File: config.mk
export PLATFORM = sky130hd
export DESIGN_NAME = tok_readout_ctrl
export DESIGN_NICKNAME = d
export VERILOG_FILES = /design/src/rtl/tok_ro_pkg.sv /design/src/rtl/tok_ro_edge.sv /design/src/rtl/tok_ro_shreg.sv /design/src/rtl/tok_ro_bitcnt.sv /design/src/rtl/tok_readout_ctrl.sv
export SDC_FILE = /design/constraint.sdc
export NUM_CORES = 1
export LEC_CHECK = 0
export BUFFER_PORTS_ARGS = -buffer_cell sky130_fd_sc_hd__buf_2
export CAP_MARGIN = 5
export CORE_MARGIN = 3
export CORE_UTILIZATION = 55
export DETAILED_ROUTE_END_ITERATION = 8
export MAX_ROUTING_LAYER = met4
export PLACE_DENSITY = 0.8
export SLEW_MARGIN = 20
export SYNTH_ARGS = -nofsm -noshare
export SYNTH_HDL_FRONTEND = slang
export SYNTH_SLANG_ARGS = --single-unit
export TNS_END_PERCENT = 1
File: constraint.sdc
create_clock -name clk_i -period 4.8 [get_ports clk_i]
set_input_delay 0.48 -clock clk_i [delete_from_list [all_inputs] [get_ports clk_i]]
set_output_delay 0.48 -clock clk_i [all_outputs]
set_load 0.01 [all_outputs]
File: src/rtl/tok_ro_pkg.sv
package tok_ro_pkg;

    typedef enum logic [1:0] {
        RO_IDLE  = 2'd0,
        RO_SHIFT = 2'd1,
        RO_PASS  = 2'd2
    } ro_state_e;

    typedef struct packed {
        ro_state_e state;
    } ro_fsm_t;

    typedef struct packed {
        logic load;
        logic shift;
        logic pop;
    } ro_ctl_t;

endpackage

File: src/rtl/tok_ro_edge.sv
module tok_ro_edge (
    input  logic clk_i,
    input  logic rst_ni,
    input  logic lvl_i,
    output logic rise_o
);
    logic prev_d, prev_q;

    always_comb begin
        prev_d = lvl_i;
        rise_o = lvl_i & ~prev_q;
    end

    always_ff @(posedge clk_i or negedge rst_ni) begin
        if (!rst_ni) prev_q <= 1'b0;
        else         prev_q <= prev_d;
    end
endmodule

File: src/rtl/tok_ro_shreg.sv
module tok_ro_shreg #(
    parameter int WORD_W = 16
) (
    input  logic              clk_i,
    input  logic              rst_ni,
    input  logic              load_i,
    input  logic              shift_i,
    input  logic [WORD_W-1:0] word_i,
    output logic              msb_o
);
    logic [WORD_W-1:0] sh_d, sh_q;

    always_comb begin
        sh_d = sh_q;
        if (load_i)       sh_d = word_i;
        else if (shift_i) sh_d = {sh_q[WORD_W-2:0], 1'b0};
        msb_o = sh_q[WORD_W-1];
    end

    always_ff @(posedge clk_i or negedge rst_ni) begin
        if (!rst_ni) sh_q <= '0;
        else         sh_q <= sh_d;
    end
endmodule

File: src/rtl/tok_ro_bitcnt.sv
module tok_ro_bitcnt #(
    parameter int WORD_W = 16
) (
    input  logic clk_i,
    input  logic rst_ni,
    input  logic load_i,
    input  logic dec_i,
    output logic last_o
);
    localparam int CNT_W = $clog2(WORD_W);
    localparam logic [CNT_W-1:0] TOP = CNT_W'(WORD_W - 1);

    logic [CNT_W-1:0] cnt_d, cnt_q;

    always_comb begin
        cnt_d = cnt_q;
        if (load_i)     cnt_d = TOP;
        else if (dec_i) cnt_d = cnt_q - 1'b1;
        last_o = (cnt_q == '0);
    end

    always_ff @(posedge clk_i or negedge rst_ni) begin
        if (!rst_ni) cnt_q <= '0;
        else         cnt_q <= cnt_d;
    end
endmodule

File: src/rtl/tok_readout_ctrl.sv
module tok_readout_ctrl
    import tok_ro_pkg::*;
#(
    parameter int WORD_W = 16
) (
    input  logic              clk_i,
    input  logic              rst_ni,
    input  logic              start_ro_i,
    output logic              end_ro_o,
    input  logic              rd_avail_i,
    input  logic [WORD_W-1:0] rd_word_i,
    output logic              rd_pop_o,
    output logic              line_data_o,
    output logic              line_busy_o,
    output logic              line_oe_o
);
    ro_fsm_t fsm_d, fsm_q;
    ro_ctl_t ctl;
    logic    start_rise;
    logic    sh_msb;
    logic    word_last;

    tok_ro_edge u_edge (
        .clk_i  (clk_i),
        .rst_ni (rst_ni),
        .lvl_i  (start_ro_i),
        .rise_o (start_rise)
    );

    tok_ro_shreg #(.WORD_W(WORD_W)) u_shreg (
        .clk_i   (clk_i),
        .rst_ni  (rst_ni),
        .load_i  (ctl.load),
        .shift_i (ctl.shift),
        .word_i  (rd_word_i),
        .msb_o   (sh_msb)
    );

    tok_ro_bitcnt #(.WORD_W(WORD_W)) u_bitcnt (
        .clk_i  (clk_i),
        .rst_ni (rst_ni),
        .load_i (ctl.load),
        .dec_i  (ctl.shift),
        .last_o (word_last)
    );

    always_comb begin
        fsm_d = fsm_q;
        ctl   = '0;
        unique case (fsm_q.state)
            RO_IDLE: begin
                if (start_rise) begin
                    if (rd_avail_i) begin
                        ctl.pop     = 1'b1;
                        ctl.load    = 1'b1;
                        fsm_d.state = RO_SHIFT;
                    end else begin
                        fsm_d.state = RO_PASS;
                    end
                end
            end
            RO_SHIFT: begin
                ctl.shift = 1'b1;
                if (word_last) begin
                    if (rd_avail_i) begin
                        ctl.pop  = 1'b1;
                        ctl.load = 1'b1;
                    end else begin
                        fsm_d.state = RO_PASS;
                    end
                end
            end
            RO_PASS: fsm_d.state = RO_IDLE;
            default: fsm_d.state = RO_IDLE;
        endcase
    end

    always_ff @(posedge clk_i or negedge rst_ni) begin
        if (!rst_ni) fsm_q <= '{state: RO_IDLE};
        else         fsm_q <= fsm_d;
    end

    always_comb begin
        line_oe_o   = (fsm_q.state == RO_SHIFT);
        line_busy_o = line_oe_o;
        line_data_o = line_oe_o & sh_msb;
        end_ro_o    = (fsm_q.state == RO_PASS);
        rd_pop_o    = ctl.pop;
    end
endmodule

# Word-level counts from Yosys, hierarchy flattened
# Index checks and enable logic that the tools add are counted.
[classes]
n_reduce_logical = 4
eq_ne = 5
bitwise = 3
muxes = 14
n_addsub = 1
[op_table]
columns = ["cell", "n"]
rows = [
  ["16-bit two-way mux", 2],
  ["2-bit two-way mux", 4],
  ["4-bit two-way mux", 2],
  ["4-bit zero test", 1],
  ["1-bit two-way mux", 4],
  ["2-bit inequality test, second input constant", 2],
  ["2-bit case mux with 2 select lines", 1],
  ["4-bit by 1-bit subtractor with 4-bit output, second input constant", 1],
  ["3-bit AND reduction", 1],
  ["1-bit bitwise AND", 2],
  ["2-bit by 1-bit == test with 1-bit output, second input constant", 1],
  ["2-bit == test, second input constant", 1],
  ["2-bit zero test", 1],
  ["2-bit by 1-bit inequality test with 1-bit output, second input constant", 1],
  ["1-bit case mux with 2 select lines", 1],
  ["2-bit nonzero test", 1],
  ["1-bit inverter", 1],
]
[word_totals]
regBits = 23

# Longest topological paths before layout
[logic_depth]
ltp_word = 5
depth_mapped = 8
depth_no_buf = 7

# Hierarchy
# A second synthesis with hierarchy kept.
[unflattened]
cells_unflattened = 103
hier_area_um2 = 1128.6
[by_module_without_submodules]
columns = ["mod", "area_each_um2", "seq_area_each_um2", "cells_per_inst", "n_inst"]
rows = [
  ["tok_ro_shreg", 742.0, 400.4, 69, 1],
  ["tok_ro_bitcnt", 224.0, 100.1, 20, 1],
  ["tok_readout_ctrl", 123.9, 50.0, 12, 1],
  ["tok_ro_edge", 38.8, 25.0, 2, 1],
]

# Worst setup path after synthesis
# Ideal clock, no wire load.
[synth_timing]
path_kind = "register to output"
start = "register u_bitcnt.cnt_q[0]"
end = "output port rd_pop_o"
arrival_time_ps = 1451
path_buffers = 1
path_slack_ps = 2869
stages_incl_launch_ff = 7
cell_sequence = "dfrtp_1 inv_1 ha_1 nor3b_1 o221ai_4 inv_4 buf_6"
[synth_via]
elab_chain_len = 3
[synth_lines]
columns = ["item", "line_no", "rtl"]
rows = [
  ["from (decl)", "tok_ro_bitcnt.sv:13", "logic [CNT_W-1:0] cnt_d, cnt_q;"],
  ["from (signal assigned)", "tok_ro_bitcnt.sv:24", "else cnt_q <= cnt_d;"],
  ["4-bit zero test", "tok_ro_bitcnt.sv:19", "last_o = (cnt_q == '0);"],
  ["1-bit two-way mux", "tok_readout_ctrl.sv:64", "if (word_last) begin"],
  ["1-bit case mux with 2 select lines", "tok_readout_ctrl.sv:50", "unique case (fsm_q.state)"],
  ["to (decl)", "tok_readout_ctrl.sv:12", "output logic rd_pop_o,"],
]
# No other way between the ends.

# Worst setup path in the final report
# Ends and elaborated chain as after synthesis.

==> impl_metrics.sql <==
INSERT INTO impl_metrics (metric_group, metric, value, unit) VALUES
('power_and_ir_drop', 'leakagePower', '0.0006140', 'uW'),
('clock_network', 'count_of_hold_fix_buffers_inserted_at_cts', '0', ''),
('timing', 'max_freq', '381.3', 'MHz'),
('timing', 'ratio_of_final_minimum_period_to_clock_period', '0.5464', ''),
('worst_setup_path', 'criticalPathCategory', 'reg2out', ''),
('drt', 'vias', '863', ''),
('timing', 'timing.slew.headroom', '0.5124', ''),
('power_and_ir_drop', 'irDropWorstVdd', '0.3587', 'mV'),
('logic_synthesis', 'synth_most_common_cell', 'sky130_fd_sc_hd__dfrtp_1', ''),
('clock_network', 'clk_root_buffer_cell', 'sky130_fd_sc_hd__clkbuf_4', ''),
('floorplanning', 'starting_density_of_the_core', '0.6035', ''),
('drt', 'post-route-drc-count', '0', ''),
('drt', 'post_drt_via_cell_ratio', '5.568', ''),
('grt', 'grt_pass1_wl', '3498', 'microns'),
('finish', 'final_nets', '152', ''),
('floorplanning', 'die_w', '50.46', 'microns'),
('logic_synthesis', 'synth_edf_count', '0', ''),
('logic_synthesis', 'syn-instance-count', '109', ''),
('timing', 'slew_viol_final', '0', ''),
('finish', 'multi_input_gate_area', '444.2', 'sq um'),
('timing', 'worst_pin_slew', '0.7314', 'ns'),
('worst_setup_path', 'critical_path.endpoint_type', 'output port', ''),
('finish', 'n_antenna_cell', '0', ''),
('timing', 'whs', '0.1202', 'ns'),
('clock_network', 'clk_transition_reported_paths', '0.12', 'ns'),
('logic_synthesis', 'synth-warning-count', '0', ''),
('logic_synthesis', 'async_set_reset_flop_share_out_of_synthesis', '1.000', ''),
('worst_setup_path', 'crit_path_max_fanout', '18', ''),
('clock_network', 'inserted_clock_buffers', '3', ''),
('drt', 'detail_route.first_pass.iterations', '7', ''),
('worst_setup_path', 'critical_path_required', '4.32', 'ns'),
('status', 'outcome', 'complete, no violations', ''),
('clock_network', 'sink_count_of_the_clock_tree', '23', ''),
('logic_synthesis', 'synth.distinct_cells', '27', ''),
('clock_network', 'post-cts-setup-buffer-count', '0', ''),
('drt', 'detail_route.iter0.violations', '11', ''),
('logic_synthesis', 'synth_area_leaders', 'sky130_fd_sc_hd__dfrtp_1, sky130_fd_sc_hd__a22oi_1, sky130_fd_sc_hd__nand3_1', ''),
('run', 'maxCapViolCount', '0', ''),
('timing', 'tns', '0', 'ns'),
('logic_synthesis', 'synth_largest_area_cell', 'sky130_fd_sc_hd__dfrtp_1', ''),
('clock_network', 'cts_htree_levels', '1', ''),
('grt', 'grt_max_degree', '24', ''),
('power_and_ir_drop', 'power-per-cell-area', '602.7', 'mW/mm^2'),
('finish', 'syn2layout_area_growth', '11.74', '%'),
('grt', 'grt_overflow_total', '0', ''),
('placed_design', 'place.port_buffers', '24', ''),
('floorplanning', 'floorplan.io_pins', '25', ''),
('grt', 'met2_track_utilization_from_global_routing', '0.2761', ''),
('hold_path', 'worstHoldPathType', 'in2async', ''),
('placed_design', 'place_hpwl', '1455', 'microns'),
('logic_synthesis', 'synth.cells.most_frequent', 'sky130_fd_sc_hd__dfrtp_1, sky130_fd_sc_hd__nand2_1, sky130_fd_sc_hd__nand3_1', ''),
('timing', 'finalClockSkew', '0.007466', 'ns'),
('finish', 'drive_above_1_share', '0.2385', ''),
('drt', 'final_antenna_net_count', '0', ''),
('grt', 'top_usage_layer', 'met2', ''),
('drt', 'routed_wire_length_per_instance', '13.57', 'microns'),
('floorplanning', 'die_height', '50.46', 'microns'),
('grt', 'grt_util_all_layers', '0.1876', ''),
('floorplanning', 'fp.coreArea', '0.001802', 'sq mm'),
('worst_setup_path', 'worstReg2RegStart', 'u_bitcnt.cnt_q[0]', ''),
('timing', 'period_needed', '2.623', 'ns'),
('logic_synthesis', 'synth.net_count', '130', ''),
('timing', 'final_hold_viol_count', '0', ''),
('grt', 'met1_usage', '0.2602', ''),
('clock_network', 'cts_tree', 'done', ''),
('worst_setup_path', 'rrSetupSlack', '2.82', 'ns'),
('clock_network', 'cts_repair_resize_count', '0', ''),
('logic_synthesis', 'synth_seq_area_share', '0.5293', ''),
('timing', 'setup_repair_after_global_routing_missed_its_margin', 'false', ''),
('finish', 'layout.filler_cells', '156', ''),
('placed_design', 'gpl.final_weighted_congestion', '0.7939', '');
[layout by cell type (no fill, tap or decap)]
| cell type | n |
|---|---|
| sky130_fd_sc_hd__dfrtp_1 | 23 |
| sky130_fd_sc_hd__o32a_1 | 1 |
| sky130_fd_sc_hd__nor3b_1 | 1 |
| sky130_fd_sc_hd__clkbuf_1 | 1 |
| sky130_fd_sc_hd__a21oi_2 | 1 |
| sky130_fd_sc_hd__inv_1 | 2 |
| sky130_fd_sc_hd__nand3_1 | 16 |
| sky130_fd_sc_hd__o221ai_4 | 1 |
| sky130_fd_sc_hd__nor2_1 | 4 |
| sky130_fd_sc_hd__nand2b_1 | 1 |
| sky130_fd_sc_hd__a32o_1 | 1 |
| sky130_fd_sc_hd__ha_1 | 1 |
| sky130_fd_sc_hd__o31ai_1 | 1 |
| sky130_fd_sc_hd__clkbuf_4 | 3 |
| sky130_fd_sc_hd__nor4_1 | 1 |
| sky130_fd_sc_hd__o21ai_0 | 2 |
| sky130_fd_sc_hd__a21oi_1 | 1 |
| sky130_fd_sc_hd__inv_2 | 1 |
| sky130_fd_sc_hd__a22oi_1 | 15 |
| sky130_fd_sc_hd__o21ai_1 | 1 |
| sky130_fd_sc_hd__buf_2 | 24 |
| sky130_fd_sc_hd__and2_1 | 1 |
| sky130_fd_sc_hd__o21bai_1 | 1 |
| sky130_fd_sc_hd__nand2_1 | 21 |
| sky130_fd_sc_hd__inv_4 | 1 |
| sky130_fd_sc_hd__a221o_1 | 1 |
| sky130_fd_sc_hd__nor2b_1 | 3 |
[state kept, by name, indices dropped and copies added (netlist names)]
name            flops
fsm_q               2
u_shreg.sh_q       16
u_edge.prev_q       1
u_bitcnt.cnt_q      4
[routing by layer]
metal / vias to the layer above / part of all wire
li1: 431 / -
met1: 405 / 0.45
met2: 25 / 0.48
met3: 2 / 0.053
met4: 0 / 0.0086
met5: - / 0
[final cells by class]
type / count / share of cell area
Sequential cell: 23 / 0.4737
Multi-Input combinational cell: 75 / 0.3656
Inverter: 4 / 0.01442
Timing Repair Buffer: 24 / 0.09887
Clock buffer: 4 / 0.02163
Tap cell: 25 / 0.02575
[final timing paths]
check | to | cells after the start
setup / recovery | rd_pop_o | 6
hold / removal | u_bitcnt.cnt_q[2] | 1
setup reg to reg | u_shreg.sh_q[10] | 7
hold reg to reg | fsm_q[1] | 1
max in group asynchronous | u_shreg.sh_q[10] | 1
min in group clk_i | u_edge.prev_q | 1
[critical path, cell delays in order (launching register included)]
cell and delay, ns:
sky130_fd_sc_hd__dfrtp_1 0.41, sky130_fd_sc_hd__inv_1 0.08, sky130_fd_sc_hd__ha_1 0.20, sky130_fd_sc_hd__nor3b_1 0.41
sky130_fd_sc_hd__o221ai_4 0.30, sky130_fd_sc_hd__inv_4 0.26, sky130_fd_sc_hd__buf_2 0.17
[logic make-up after synthesis]
logic type | after synthesis | share of synthesized area
buffers and inverters | 11 | 0.06215
AO/OA/AOI/OAI | 26 | 0.1956
flip-flops | 23 | 0.5293
adder cells (fa/ha/maj) | 1 | 0.01151
AND/OR/NAND/NOR | 48 | 0.2014
[through the flow]
step	setup slack, ns	instance area (sq um)	std cells	util	total power [uW]
2_1_floorplan	2.869	1087	109	-	593.8
3_3_place_gp	2.590	1189	151	0.6597	636.3
3_5_place_dp	2.546	1189	151	0.6597	650.0
4_1_cts	2.185	1215	155	0.6743	738.7
5_1_grt	2.001	1215	155	0.6743	797.3
6_report	2.177	1215	155	0.6743	732.3
[power by group]
group / internal [uW] / total (uW) / switching [uW] / leakage (uW)
clock network: 32.4 / 86.0 / 53.6 / 0.0000150
registers: 280 / 339 / 58.4 / 0.000284
logic: 120 / 307 / 188 / 0.000315
total: 433 / 732 / 300 / 0.000614
No activity file was read; power rests on OpenSTA's default activity.
